[src/rtl/mbc_pkg.sv]
package mbc_pkg;

   typedef enum logic [2:0] {
      ST_IDLE,
      ST_T1,
      ST_T2,
      ST_TW,
      ST_T3,
      ST_HOLD
   } mbc_state_t;

   localparam logic [1:0] STAT_NONE  = 2'b00;
   localparam logic [1:0] STAT_READ  = 2'b10;
   localparam logic [1:0] STAT_WRITE = 2'b01;
   localparam logic [1:0] STAT_FETCH = 2'b11;

   function automatic logic [1:0] status_code(input logic wr, input logic fetch);
      if (fetch)   return STAT_FETCH;
      else if (wr) return STAT_WRITE;
      else         return STAT_READ;
   endfunction

   function automatic logic in_cycle(input mbc_state_t st);
      return (st == ST_T1) || (st == ST_T2) || (st == ST_TW) || (st == ST_T3);
   endfunction

endpackage

[src/rtl/mbc_fsm.sv]
module mbc_fsm
   import mbc_pkg::*;
#(
   parameter bit USE_READY = 1'b1
) (
   input  logic       clk,
   input  logic       rst_n,
   input  logic       req_valid,
   input  logic       hold_in,
   input  logic       ready_in,
   output mbc_state_t state,
   output logic       req_ready,
   output logic       accept,
   output logic       capture
);

   logic       ready_eff;
   mbc_state_t state_nx;

   generate
      if (USE_READY) begin : g_ready
         assign ready_eff = ready_in;
      end else begin : g_noready
         assign ready_eff = 1'b1;
      end
   endgenerate

   assign req_ready = (state == ST_IDLE) && !hold_in;
   assign accept    = req_ready && req_valid;
   assign capture   = ((state == ST_T2) || (state == ST_TW)) && ready_eff;

   always_comb begin
      state_nx = state;
      unique case (state)
         ST_IDLE: begin
            if (hold_in)        state_nx = ST_HOLD;
            else if (req_valid) state_nx = ST_T1;
         end
         ST_T1:   state_nx = ST_T2;
         ST_T2,
         ST_TW:   state_nx = ready_eff ? ST_T3 : ST_TW;
         ST_T3:   state_nx = ST_IDLE;
         ST_HOLD: if (!hold_in) state_nx = ST_IDLE;
         default: state_nx = ST_IDLE;
      endcase
   end

   always_ff @(posedge clk) begin
      if (!rst_n) state <= ST_IDLE;
      else        state <= state_nx;
   end


   hold_mid_chk: assert property (@(posedge clk) disable iff (!rst_n)
      in_cycle(state) |=> (state != ST_HOLD));


   wait_ext_chk: assert property (@(posedge clk) disable iff (!rst_n)
      (((state == ST_T2) || (state == ST_TW)) && !ready_eff) |=> (state == ST_TW));


   busy_block_chk: assert property (@(posedge clk) disable iff (!rst_n)
      (state != ST_IDLE) |=> (state != ST_T1));

endmodule

[src/rtl/mbc_reqreg.sv]
module mbc_reqreg #(
   parameter int ADDR_W = 16,
   parameter int DATA_W = 8
) (
   input  logic              clk,
   input  logic              rst_n,
   input  logic              accept,
   input  logic              capture,
   input  logic [ADDR_W-1:0] req_addr,
   input  logic              req_write,
   input  logic              req_io,
   input  logic              req_fetch,
   input  logic [DATA_W-1:0] req_wdata,
   input  logic [DATA_W-1:0] ad_in,
   output logic [ADDR_W-1:0] lat_addr,
   output logic              lat_wr,
   output logic              lat_io,
   output logic              lat_fetch,
   output logic [DATA_W-1:0] lat_wdata,
   output logic [DATA_W-1:0] rdata
);

   always_ff @(posedge clk) begin
      if (!rst_n) begin
         lat_addr  <= '0;
         lat_wr    <= 1'b0;
         lat_io    <= 1'b0;
         lat_fetch <= 1'b0;
         lat_wdata <= '0;
      end else if (accept) begin
         lat_addr  <= req_addr;
         lat_wr    <= req_write && !req_fetch;
         lat_io    <= req_io && !req_fetch;
         lat_fetch <= req_fetch;
         lat_wdata <= req_wdata;
      end
   end

   always_ff @(posedge clk) begin
      if (!rst_n)                 rdata <= '0;
      else if (capture && !lat_wr) rdata <= ad_in;
   end


   rdata_hold_chk: assert property (@(posedge clk) disable iff (!rst_n)
      !capture |=> $stable(rdata));

endmodule

[src/rtl/mbc_drive.sv]
module mbc_drive
   import mbc_pkg::*;
#(
   parameter int ADDR_W = 16,
   parameter int DATA_W = 8,
   localparam int HI_W  = ADDR_W - DATA_W
) (
   input  logic              clk,
   input  logic              rst_n,
   input  mbc_state_t        state,
   input  logic [ADDR_W-1:0] lat_addr,
   input  logic              lat_wr,
   input  logic              lat_io,
   input  logic              lat_fetch,
   input  logic [DATA_W-1:0] lat_wdata,
   output logic [HI_W-1:0]   addr_hi,
   output logic              bus_oe,
   output logic [DATA_W-1:0] ad_out,
   output logic              ad_oe,
   output logic              ale,
   output logic              rd_n,
   output logic              wr_n,
   output logic              io_m,
   output logic [1:0]        status,
   output logic              done,
   output logic              hlda
);

   logic strobe_ph;
   logic active;

   assign active    = in_cycle(state);
   assign strobe_ph = (state == ST_T2) || (state == ST_TW);

   always_comb begin
      addr_hi = lat_addr[ADDR_W-1:DATA_W];
      bus_oe  = (state != ST_HOLD);
      hlda    = (state == ST_HOLD);
      ale     = (state == ST_T1);
      done    = (state == ST_T3);
      rd_n    = !(strobe_ph && !lat_wr);
      wr_n    = !(strobe_ph && lat_wr);
      io_m    = active && lat_io;
      status  = active ? status_code(lat_wr, lat_fetch) : STAT_NONE;
      ad_oe   = 1'b0;
      ad_out  = '0;
      if (state == ST_T1) begin
         ad_oe  = 1'b1;
         ad_out = lat_addr[DATA_W-1:0];
      end else if ((strobe_ph || (state == ST_T3)) && lat_wr) begin
         ad_oe  = 1'b1;
         ad_out = lat_wdata;
      end
   end


   strobe_excl_chk: assert property (@(posedge clk) disable iff (!rst_n)
      !(!rd_n && !wr_n));


   rd_float_chk: assert property (@(posedge clk) disable iff (!rst_n)
      !rd_n |-> !ad_oe);


   ale_pulse_chk: assert property (@(posedge clk) disable iff (!rst_n)
      ale |=> (!ale && (!rd_n || !wr_n)));


   hold_float_chk: assert property (@(posedge clk) disable iff (!rst_n)
      hlda |-> (!bus_oe && !ad_oe && rd_n && wr_n));

endmodule

[src/rtl/mbc_bus_ctrl.sv]
module mbc_bus_ctrl
   import mbc_pkg::*;
#(
   parameter int ADDR_W    = 16,
   parameter int DATA_W    = 8,
   parameter bit USE_READY = 1'b1,
   localparam int HI_W     = ADDR_W - DATA_W
) (
   input  logic              clk,
   input  logic              rst_n,
   input  logic              req_valid,
   output logic              req_ready,
   input  logic [ADDR_W-1:0] req_addr,
   input  logic              req_write,
   input  logic              req_io,
   input  logic              req_fetch,
   input  logic [DATA_W-1:0] req_wdata,
   output logic [DATA_W-1:0] rdata,
   output logic              done,
   output logic [HI_W-1:0]   addr_hi,
   output logic              bus_oe,
   output logic [DATA_W-1:0] ad_out,
   output logic              ad_oe,
   input  logic [DATA_W-1:0] ad_in,
   output logic              ale,
   output logic              rd_n,
   output logic              wr_n,
   output logic              io_m,
   output logic              s1,
   output logic              s0,
   input  logic              ready_in,
   input  logic              hold_in,
   output logic              hlda
);

   generate
      if (ADDR_W <= DATA_W) begin : g_bad_width
         $error("mbc_bus_ctrl: ADDR_W must exceed DATA_W");
      end
      if (DATA_W < 1) begin : g_bad_data
         $error("mbc_bus_ctrl: DATA_W must be positive");
      end
   endgenerate

   mbc_state_t        state;
   logic              accept;
   logic              capture;
   logic [ADDR_W-1:0] lat_addr;
   logic              lat_wr;
   logic              lat_io;
   logic              lat_fetch;
   logic [DATA_W-1:0] lat_wdata;
   logic [1:0]        status;

   mbc_fsm #(.USE_READY(USE_READY)) u_fsm (
      .clk       (clk),
      .rst_n     (rst_n),
      .req_valid (req_valid),
      .hold_in   (hold_in),
      .ready_in  (ready_in),
      .state     (state),
      .req_ready (req_ready),
      .accept    (accept),
      .capture   (capture)
   );

   mbc_reqreg #(.ADDR_W(ADDR_W), .DATA_W(DATA_W)) u_req (
      .clk       (clk),
      .rst_n     (rst_n),
      .accept    (accept),
      .capture   (capture),
      .req_addr  (req_addr),
      .req_write (req_write),
      .req_io    (req_io),
      .req_fetch (req_fetch),
      .req_wdata (req_wdata),
      .ad_in     (ad_in),
      .lat_addr  (lat_addr),
      .lat_wr    (lat_wr),
      .lat_io    (lat_io),
      .lat_fetch (lat_fetch),
      .lat_wdata (lat_wdata),
      .rdata     (rdata)
   );

   mbc_drive #(.ADDR_W(ADDR_W), .DATA_W(DATA_W)) u_drv (
      .clk       (clk),
      .rst_n     (rst_n),
      .state     (state),
      .lat_addr  (lat_addr),
      .lat_wr    (lat_wr),
      .lat_io    (lat_io),
      .lat_fetch (lat_fetch),
      .lat_wdata (lat_wdata),
      .addr_hi   (addr_hi),
      .bus_oe    (bus_oe),
      .ad_out    (ad_out),
      .ad_oe     (ad_oe),
      .ale       (ale),
      .rd_n      (rd_n),
      .wr_n      (wr_n),
      .io_m      (io_m),
      .status    (status),
      .done      (done),
      .hlda      (hlda)
   );

   assign s1 = status[1];
   assign s0 = status[0];


   done_after_strobe_chk: assert property (@(posedge clk) disable iff (!rst_n)
      done |-> ($past(!rd_n || !wr_n) && rd_n && wr_n));


   space_stable_chk: assert property (@(posedge clk) disable iff (!rst_n)
      done |-> ($stable(io_m) && $stable({s1, s0})));


   no_take_busy_chk: assert property (@(posedge clk) disable iff (!rst_n)
      (req_valid && !req_ready) |=> !ale);

endmodule

[config.mk]
export PLATFORM = sky130hd
export DESIGN_NAME = mbc_bus_ctrl
export DESIGN_NICKNAME = d
export VERILOG_FILES = /design/src/rtl/mbc_pkg.sv /design/src/rtl/mbc_fsm.sv /design/src/rtl/mbc_reqreg.sv /design/src/rtl/mbc_drive.sv /design/src/rtl/mbc_bus_ctrl.sv
export SDC_FILE = /design/constraint.sdc
export NUM_CORES = 1
export LEC_CHECK = 0
export BUFFER_PORTS_ARGS = -buffer_cell sky130_fd_sc_hd__buf_2
export CAP_MARGIN = 20
export CORE_UTILIZATION = 40
export DETAILED_ROUTE_END_ITERATION = 10
export GPL_TIMING_DRIVEN = 0
export PLACE_DENSITY = 0.69
export SLEW_MARGIN = 15
export SYNTH_ARGS = -nofsm -noshare
export SYNTH_HDL_FRONTEND = slang
export SYNTH_SLANG_ARGS = --single-unit
[constraint.sdc]
create_clock -name clk -period 2 [get_ports clk]
set_clock_uncertainty 0.15 [all_clocks]
set_input_delay 0 -clock clk [delete_from_list [all_inputs] [get_ports clk]]
set_output_delay 0 -clock clk [all_outputs]
set_load 0.01 [all_outputs]
Word-level counts from Yosys, hierarchy flattened
Cells that the tools add are included.
{ "totals": {"reg_bits": 38, "input_bits": 40, "out_inout_bits": 35} }
{ "classes": {"eq_ne": 8, "n_mux": 12, "reduce_logical": 23} }
{ "op_table": {"columns": ["operator", "count"], "rows": [
  ["8-bit two-way mux", 2],
  ["3-bit two-way mux", 4],
  ["3-bit case mux with 4 select lines", 1],
  ["1-bit logical AND", 10],
  ["3-bit by 2-bit == test with 1-bit output, second input constant", 2],
  ["3-bit == test, second input constant", 2],
  ["2-bit two-way mux", 3],
  ["3-bit inequality test, second input constant", 2],
  ["1-bit zero test", 5],
  ["1-bit logical OR", 5],
  ["3-bit by 1-bit == test with 1-bit output, second input constant", 1],
  ["3-bit zero test", 1],
  ["1-bit two-way mux", 2],
  ["2-bit inequality test, second input constant", 1],
  ["2-bit AND reduction", 1],
  ["2-bit OR reduction", 1]
]} }

Logic depth before layout (Yosys ltp)
Gate-level depths: netlist (run 1).
{ "depth": {"word_depth": 6, "ltp_mapped": 6, "mapped_depth_nobuf": 3} }

By module
Synthesis (run 1) repeated with hierarchy kept, for this count alone.
{ "unflattened": {"cells_unflattened": 209, "hier_area_um2": 1993.2} }
{ "modules_own_cells": {"columns": ["module", "n_inst", "cells_per_inst", "area_per_inst_um2", "seq_area_each_um2"], "rows": [
  ["mbc_reqreg", 1, 125, 1356.3, 700.7],
  ["mbc_drive", 1, 66, 469.2, 0.0],
  ["mbc_fsm", 1, 18, 167.7, 60.1]
]} }

Worst setup path after synthesis (run 1)
Ideal clock, no wire load.
{ "synth_path": {"kind": "register to register", "from": "register u_fsm.state[1]", "to": "register u_req.lat_addr[10]", "setup_time_ps": 120, "arrival_time_ps": 1265, "slack_ps": 465, "stages_incl_launch_ff": 6, "synth_period_minus_slack_ps": 1535, "cell_sequence": "dfxtp_1 > buf_6 > nor4_4 > nand2_4 > buf_6 > mux2i_1"} }
{ "synth_via": {"elab_chain_len": 3} }
{ "synth_rtl": {"columns": ["item", "line_no", "rtl"], "rows": [
  ["start: declaration", "mbc_fsm.sv:11", "output mbc_state_t state,"],
  ["start signal: assignment", "mbc_fsm.sv:50", "else state <= state_nx;"],
  ["3-bit zero test", "mbc_fsm.sv:28", "assign req_ready = (state == ST_IDLE) && !hold_in;"],
  ["1-bit logical AND", "mbc_fsm.sv:28", null],
  ["via req_ready", "mbc_bus_ctrl.sv:12", "output logic req_ready,"],
  ["1-bit logical AND", "mbc_fsm.sv:29", "assign accept = req_ready && req_valid;"],
  ["end signal: assignment", "mbc_reqreg.sv:31", "lat_addr <= req_addr;"],
  ["end: declaration", "mbc_reqreg.sv:15", "output logic [ADDR_W-1:0] lat_addr,"]
]} }
The timed path passes the listed nets, and every way through them passes these cells.
A chain may end at the register's enable or synchronous reset.

Final worst setup path (run 1)
{ "layout_path": {"from": "input hold_in", "to": "register u_req.lat_wr"} }
{ "layout_via": {"elab_chain_len": 3} }
{ "layout_rtl": {"columns": ["item", "line_no", "rtl"], "rows": [
  ["start: declaration", "mbc_bus_ctrl.sv:32", "input logic hold_in,"],
  ["1-bit zero test", "mbc_fsm.sv:28", null],
  ["1-bit logical AND", "mbc_fsm.sv:28", null],
  ["1-bit logical AND", "mbc_fsm.sv:29", null],
  ["end signal: assignment", "mbc_reqreg.sv:32", "lat_wr <= req_write && !req_fetch;"],
  ["end: declaration", "mbc_reqreg.sv:16", "output logic lat_wr,"]
]} }
No other way between the ends.

==> impl_results.rst, run 1 <==
.. list-table::
   :header-rows: 1

   * - Metric
     - Value
   * - Number of pins with negative max-slew slack in the final report
     - 0
   * - Root Buffer
     - clkbuf_8
   * - Routing usage on met2
     - 36.0%
   * - Total global routing track utilization
     - 20.6%
   * - Reg-to-Reg End
     - u_req.lat_wr$_SDFFE_PN0P_
   * - Transition time at the pin with the least slew margin
     - 0.483 ns
   * - First-pass GRT wire length
     - 8160 um
   * - Area of the die
     - 0.00487 mm^2
   * - Drc violations
     - 0
   * - Mean number of vias per cell
     - 4.62
   * - Buffer levels on the longest clock path
     - 2
   * - Drt pass-1 iters
     - 5
   * - Nets
     - 386
   * - Core box area
     - 0.00438 mm^2
   * - Library cell contributing the largest single delay on the critical path
     - dlygate4sd3_1
   * - Max VDD drop
     - 0.000376 V
   * - Gate family responsible for the most delay along the worst path
     - buffers and inverters
   * - Kind of start point of the critical path
     - primary input
   * - GR Layer Usage met1
     - 26.3%
   * - Largest fanout on the critical path
     - 4
   * - Insertion delay of the later-clocked pin in the worst-skew pair
     - 0.28 ns
   * - Combined flip-flop and latch cell area
     - 762 um^2
   * - Fin Setup TNS
     - 0 ns
   * - Final Hold Fails
     - 0
   * - Count of endpoints failing setup in the final report
     - 0
   * - Detailed-route wire length per cell
     - 12.2 um
   * - Share of final-layout standard cells stronger than drive strength 1
     - 30.0%
   * - Maximum clock rate
     - 516 MHz
   * - Syn Area/Cell
     - 8.52 um^2
   * - Max-capacitance violation count
     - 0
   * - Final Cell Area
     - 0.00288 mm^2
   * - Final worst path period need
     - 1.94 ns
   * - HPWL after DPL
     - 3040 um
   * - Start point of the worst min-delay path
     - rst_n
   * - R2r startpoint
     - u_fsm.state[0]$_SDFFE_PN0P_
   * - Port Buffers
     - 73
   * - Worst R2R Path Depth
     - 4
   * - Number of vias after detailed routing
     - 1845
   * - End point of the worst hold path
     - u_fsm.state[0]$_SDFFE_PN0P_
   * - Critical Path End Type
     - flop
   * - Portion of the clock cycle consumed by the worst path in the final layout
     - 96.8%
   * - Initial antenna violation count
     - 0
   * - Data required time at the worst endpoint
     - 2.03 ns
   * - Number of buffers inserted during clock tree synthesis
     - 5
   * - PnR Total Power
     - 2.40 mW
   * - Most common library cell in the layout ignoring fill and taps
     - buf_2
   * - Placed inst area
     - 0.00227 mm^2
   * - Area taken by multi-input logic gates
     - 930 um^2
   * - R2R Setup Slk
     - 0.08 ns
   * - Register area share after synthesis
     - 41.4%
   * - CTS H-tree depth
     - 2
   * - Final antenna-violating net count
     - 0
   * - Routability congestion estimate from global placement
     - 0.816
   * - RSZ-0062 raised after global routing
     - no
   * - Leakage power summed over all cells
     - 1.47 nW
   * - CP cell instances
     - dlygate4sd3_1 > buf_2 > nor4_4 > nand2_2 > mux2i_1 > dlygate4sd3_1
   * - Layout filler cell count
     - 380
   * - Synthesized netlist cell count
     - 216
   * - Utilization of the core after routing
     - 65.7%
   * - Hold Crit Depth
     - 4
   * - Flops & latches, synth
     - 38
   * - Top library cells by usage in the layout, fill and taps aside
     - 76 x buf_2, 61 x nand2_1, 46 x dlygate4sd3_1
   * - Cell area after synthesis
     - 0.00184 mm^2
   * - Count of synthesis-stage warnings from yosys
     - 0
   * - Clock sink count
     - 38
   * - Synthesis-to-layout area growth
     - 56.6%
   * - Violation count after the first detailed-routing iteration
     - 110
   * - Pin count of the biggest net entering global routing
     - 14
   * - Tightest Hold Check Type
     - primary input to flop
   * - Remaining global-route overflow
     - 0
   * - Clock slew at the register clock pins of the worst setup and hold paths
     - 0.07 ns
   * - Critical path's most frequent cell
     - dlygate4sd3_1
   * - Width of the die
     - 69.8 um
   * - Outcome
     - finished, final reports clean
   * - Vias in the first global route
     - 1832
   * - Power per cell area
     - 832 mW/mm^2
   * - Post-detailed-routing wire length
     - 4890 um
   * - Initial Utilization
     - 42.0%
   * - Worst-case headroom to the max-slew limit
     - 67.8%
   * - Clock tree from TritonCTS
     - built
   * - Height of the chip
     - 69.8 um
   * - Ant. Diodes
     - 0
   * - Worst path bufs/invs
     - 3
   * - I/O pin count
     - 75
   * - Met3 Resource Use GR
     - 3.78%
   * - Arr. time, crit path
     - 1.96 ns
   * - Count of distinct cell types in the synthesized netlist
     - 31
   * - Row count
     - 24
   * - Crit path kind
     - primary input to flop
   * - Layer with the highest usage
     - met2
   * - Max stage delay on crit path
     - 0.54 ns
   * - Syn_nets
     - 256
## worst min-delay path, stage by stage
cell	delay, ns
clkbuf_1	0.17
inv_1	0.13
a21o_1	0.11
nor2_1	0.05
## flip-flops by register name, summed over array words and instances, names as in the netlist
name	cells
u_req.lat_wdata	8
u_req.lat_addr	16
u_req.lat_fetch	1
u_fsm.state	3
u_req.lat_wr	1
u_req.rdata	8
u_req.lat_io	1
## cells in the mapped netlist (all sizes together)
library cell   n  share of area (%)
o21a           1               0.41
nor2b          3                1.0
a32oi          1               0.48
nand2b         1               0.34
nand3b         2               0.82
xnor2          1               0.48
nand2         63                 13
nor2           3               0.61
a21oi          9                2.4
mux2i         35                 19
nand3          8                2.2
clkbuf         9                1.8
and2           3                1.0
inv            5                1.0
nor4           1                1.2
and3           1               0.34
and3b          1               0.48
o31ai          1               0.41
o211ai         1               0.41
nor4bb         1               0.54
buf           14                5.9
a2111oi        1               0.48
a21o           1               0.41
nor3b          1               0.41
a21boi         1               0.41
dfxtp         38                 41
o21ai         10                2.7
## cell families after synthesis
group | count (synthesis) | synth area share, %
AO/OA/AOI/OAI | 26 | 8.16
XOR/XNOR | 1 | 0.476
buffers and inverters | 28 | 8.78
flip-flops | 38 | 41.4
multiplexers | 35 | 19.0
AND/OR/NAND/NOR | 88 | 22.2
## layout make-up
type	instances	area share (%)
buffer	23	4.95
inverter	5	0.652
clock buffer	5	2.39
tap	52	2.26
clock inverter	3	1.56
multi-input combinational	151	32.3
sequential	38	26.5
timing repair buffer	122	29.5
## report_power, final
group	switching (mW)	leakage, nW	internal (mW)	total (mW)
clock network	0.278	0.0504	0.371	0.649
registers	0.0680	0.309	0.846	0.914
logic	0.408	1.11	0.425	0.833
## layer usage
layer  share of wire, %  up-vias  wire, um
met4               0.37        0        18
li1                   -      968         -
met5                  0        -         0
met1                 47      824      2280
met2                 49       49      2410
met3                3.5        4       173
## worst max path at each step
stage	cells past startpoint	to	start	slack, ns
2_1_floorplan	5	u_req.lat_addr[10]$_SDFFE_PN0P_	u_fsm.state[1]$_SDFFE_PN0P_	0.47
3_3_place_gp	5	ad_out[0]	u_fsm.state[2]$_SDFFE_PN0P_	0.27
3_5_place_dp	5	ad_out[0]	u_fsm.state[2]$_SDFFE_PN0P_	0.27
4_1_cts	5	u_req.lat_addr[1]$_SDFFE_PN0P_	u_fsm.state[1]$_SDFFE_PN0P_	0.07
5_1_grt	4	u_req.lat_addr[0]$_SDFFE_PN0P_	u_fsm.state[0]$_SDFFE_PN0P_	0.02
6_report	6	u_req.lat_wr$_SDFFE_PN0P_	hold_in	0.06
## through the flow
stage	instances	setup WS [ns]	hold WS (ns)
2_1_floorplan	216	0.465	-0.119
3_3_place_gp	341	0.269	0.0656
3_5_place_dp	341	0.274	0.0755
4_1_cts	395	0.0664	0.0544
5_1_grt	399	0.0176	0.0861
6_report	399	0.0635	0.0536
## timing repair
item | 4_1_cts | 5_1_grt
setup endpoints to repair | 7 | 10
buffers inserted | 0 | 3
gates resized for setup | 1 | 2
endpoints found under the hold margin | 38 | 0
pin swaps | 0 | 2
hold buffers | 46 | 0
gates cloned | 0 | 1
No activity file was read; power rests on OpenSTA's default activity.
==> run 2: changes to the inputs <==
Settings changed: CORE_UTILIZATION 40 to 35, PLACE_DENSITY 0.69 to 0.62, REMOVE_ABC_BUFFERS set to 1.
==> impl_results.rst, run 2 (same netlist as run 1, synthesis figures left out) <==
.. list-table::
   :header-rows: 1

   * - Metric
     - Value
   * - Outcome
     - finished, final reports clean
   * - Kind of start point of the critical path
     - flop
   * - Root Buffer
     - clkbuf_8
   * - Drc violations
     - 0 (unchanged)
   * - Final worst path period need
     - 1.86 ns (-0.0746 ns)
   * - Initial Utilization
     - 36.2% (-5.7 points)
   * - Maximum clock rate
     - 537 MHz (+4.0%)
   * - First-pass GRT wire length
     - 6690 um (-18%)
   * - Most common library cell in the layout ignoring fill and taps
     - buf_2
   * - Library cell contributing the largest single delay on the critical path
     - dfxtp_1
   * - Worst-case headroom to the max-slew limit
     - 55.9% (-12 points)
   * - Initial antenna violation count
     - 0 (unchanged)
   * - Ant. Diodes
     - 0 (unchanged)
   * - HPWL after DPL
     - 2550 um (-16%)
   * - Area taken by multi-input logic gates
     - 941 um^2 (+1.2%)
   * - Clock slew at the register clock pins of the worst setup and hold paths
     - 0.07 ns (about the same)
   * - Critical Path End Type
     - output pin
   * - Max-capacitance violation count
     - 0 (unchanged)
   * - I/O pin count
     - 75 (unchanged)
   * - Max VDD drop
     - 0.000405 V (+7.8%)
   * - Drt pass-1 iters
     - 4 (-1)
   * - CP cell instances
     - and3b_1 > o21ai_2 > a21oi_1 > buf_2
   * - Hold slack
     - 0.123 ns (+0.0698 ns)
   * - Transition time at the pin with the least slew margin
     - 0.662 ns (+0.179 ns)
   * - Max stage delay on crit path
     - 0.49 ns (-0.05 ns)
   * - Insertion delay of the later-clocked pin in the worst-skew pair
     - 0.28 ns (about the same)
   * - Routability congestion estimate from global placement
     - 0.759 (-7.0%)
   * - Count of endpoints failing setup in the final report
     - 0 (unchanged)
   * - Net Switching
     - 0.705 mW (-6.6%)
   * - Remaining global-route overflow
     - 0 (unchanged)
   * - Height of the chip
     - 74.5 um (+6.7%)
   * - Arr. time, crit path
     - 1.71 ns (-0.25 ns)
   * - Worst R2R Path Depth
     - 4 (unchanged)
   * - Hold Crit Depth
     - 3 (-1)
   * - Tightest Hold Check Type
     - primary input to flop
   * - Top library cells by usage in the layout, fill and taps aside
     - 74 x buf_2, 61 x nand2_1, 38 x dlygate4sd3_1
   * - Synthesis-to-layout area growth
     - 45.4%
   * - Crit path kind
     - flop to output pin
   * - Row count
     - 26 (+8.3%)
   * - Violation count after the first detailed-routing iteration
     - 34 (-69%)
   * - Sw Share
     - 32.1% (+0.64 points)
   * - Reg with most FFs
     - u_req.lat_addr
   * - Largest fanout on the critical path
     - 9 (+5)
   * - Leakage power summed over all cells
     - 1.33 nW (-9.1%)
   * - Nets
     - 355 (-8.0%)
   * - Final std cells w/o fill
     - 386 (-3.3%)
   * - Power per cell area
     - 820 mW/mm^2 (-1.4%)
   * - Layout filler cell count
     - 504 (+33%)
   * - Total global routing track utilization
     - 15.7% (-4.9 points)
   * - Total stage count of the critical path
     - 4 (-2)
   * - Number of pins with negative max-slew slack in the final report
     - 0 (unchanged)
   * - Area of the die
     - 0.00555 mm^2 (+14%)
   * - Final Hold Fails
     - 0 (unchanged)
   * - Combined flip-flop and latch cell area
     - 763 um^2 (+0.16%)
   * - Core box area
     - 0.00507 mm^2 (+16%)
   * - Gate family responsible for the most delay along the worst path
     - compound AO/OA/AOI/OAI gates
   * - RSZ-0062 raised after global routing
     - no
   * - Port Buffers
     - 74 (+1.4%)
   * - Clock tree from TritonCTS
     - built
   * - Portion of the clock cycle consumed by the worst path in the final layout
     - 93.1% (-3.7 points)
   * - Detailed-route wire length per cell
     - 11.0 um (-9.9%)
   * - Share of final-layout standard cells stronger than drive strength 1
     - 29.1% (-0.86 points)
   * - Share of power burned in registers
     - 43.1% (+5.0 points)
   * - Width of the die
     - 74.5 um (+6.7%)
   * - Internal power
     - 1.49 mW (-9.3%)
   * - Max reg flops
     - 16 (unchanged)
   * - Top Registers
     - u_req.lat_addr (16), u_req.lat_wdata (8), u_req.rdata (8)
   * - Number of vias after detailed routing
     - 1752 (-5.0%)
   * - Data required time at the worst endpoint
     - 1.85 ns (-0.18 ns)
   * - Clk pwr share
     - 24.0% (-3.1 points)
   * - Buffer levels on the longest clock path
     - 2 (unchanged)
   * - Fin Setup TNS
     - 0 ns (unchanged)
   * - Worst path bufs/invs
     - 1 (-2)
   * - CTS H-tree depth
     - 2 (unchanged)
   * - Number of buffers inserted during clock tree synthesis
     - 5 (unchanged)
   * - Clock sink count
     - 38 (unchanged)
   * - Placed cell count
     - 339 (-0.59%)
   * - Vias in the first global route
     - 1562 (-15%)
   * - Portion of total power attributed to combinational logic
     - 32.9% (-1.9 points)
   * - Pin count of the biggest net entering global routing
     - 72 (+58)
   * - Post-detailed-routing wire length
     - 4260 um (-13%)
   * - Mean number of vias per cell
     - 4.54 (-1.8%)
   * - Final antenna-violating net count
     - 0 (unchanged)
[run 2: what timing repair did]
item | CTS | global route
gates resized for setup | 3 | 2
hold endpoints to repair | 38 | 0
hold buffers | 38 | 0
buffers inserted | 0 | 1
endpoints found under the setup margin | 9 | 9
[run 2: worst register-to-register path, cell delays in order, from the launching register on]
cell and delay, ns:
dfxtp_2 0.41, nor4bb_2 0.55, buf_2 0.31, nand3_1 0.10, o21ai_0 0.11
[run 2: area by class of cell]
type / count / area share [%]
inverter: 5 / 0.702
sequential: 38 / 28.5
timing repair buffer: 115 / 28.9
clock buffer: 7 / 3.23
tap: 70 / 3.27
multi-input combinational: 150 / 35.2
clock inverter: 1 / 0.187
[run 2: path summary, 6_finish.rpt]
kind,from,to,slack [ns]
worst max-delay path,u_fsm.state[0]$_SDFFE_PN0P_,ad_out[2],0.14
worst min-delay path,rst_n,u_req.lat_addr[15]$_SDFFE_PN0P_,0.12
worst max register to register,u_fsm.state[2]$_SDFFE_PN0P_,u_req.rdata[4]$_SDFFE_PN0P_,0.29
worst min register to register,u_req.rdata[6]$_SDFFE_PN0P_,u_req.rdata[6]$_SDFFE_PN0P_,0.31
[run 2: metal layers]
metal	routed length [um]	track usage, %	vias to the layer above	part of all wire (%)
li1	-	-	907	-
met1	1960	19.1	801	46
met2	2110	27.1	42	50
met3	174	4.61	2	4.1
met4	17	3.98	0	0.40
met5	0	0	-	0
[run 2: per-stage QoR]
| step | cell area (um^2) | util [%] | power (mW) | setup WS [ns] |
|---|---|---|---|---|
| 6_report | 2680 | 52.7 | 2.19 | 0.138 |
| 5_1_grt | 2680 | 52.7 | 2.34 | 0.0416 |
| 4_1_cts | 2660 | 52.4 | 2.22 | 0.0337 |
| 3_5_place_dp | 2180 | 42.9 | 1.60 | 0.160 |
| 3_3_place_gp | 2150 | 42.5 | 1.57 | -0.647 |
| 2_1_floorplan | 1700 | - | 1.35 | -0.163 |
[run 2: power by group through the flow]
stage / clock network (mW) / registers (mW) / logic (mW)
5_1_grt: 0.582 / 0.960 / 0.800
3_3_place_gp: 0 / 0.948 / 0.624
4_1_cts: 0.557 / 0.944 / 0.718
2_1_floorplan: 0 / 0.947 / 0.401
3_5_place_dp: 0 / 0.954 / 0.647
6_report: 0.526 / 0.947 / 0.721
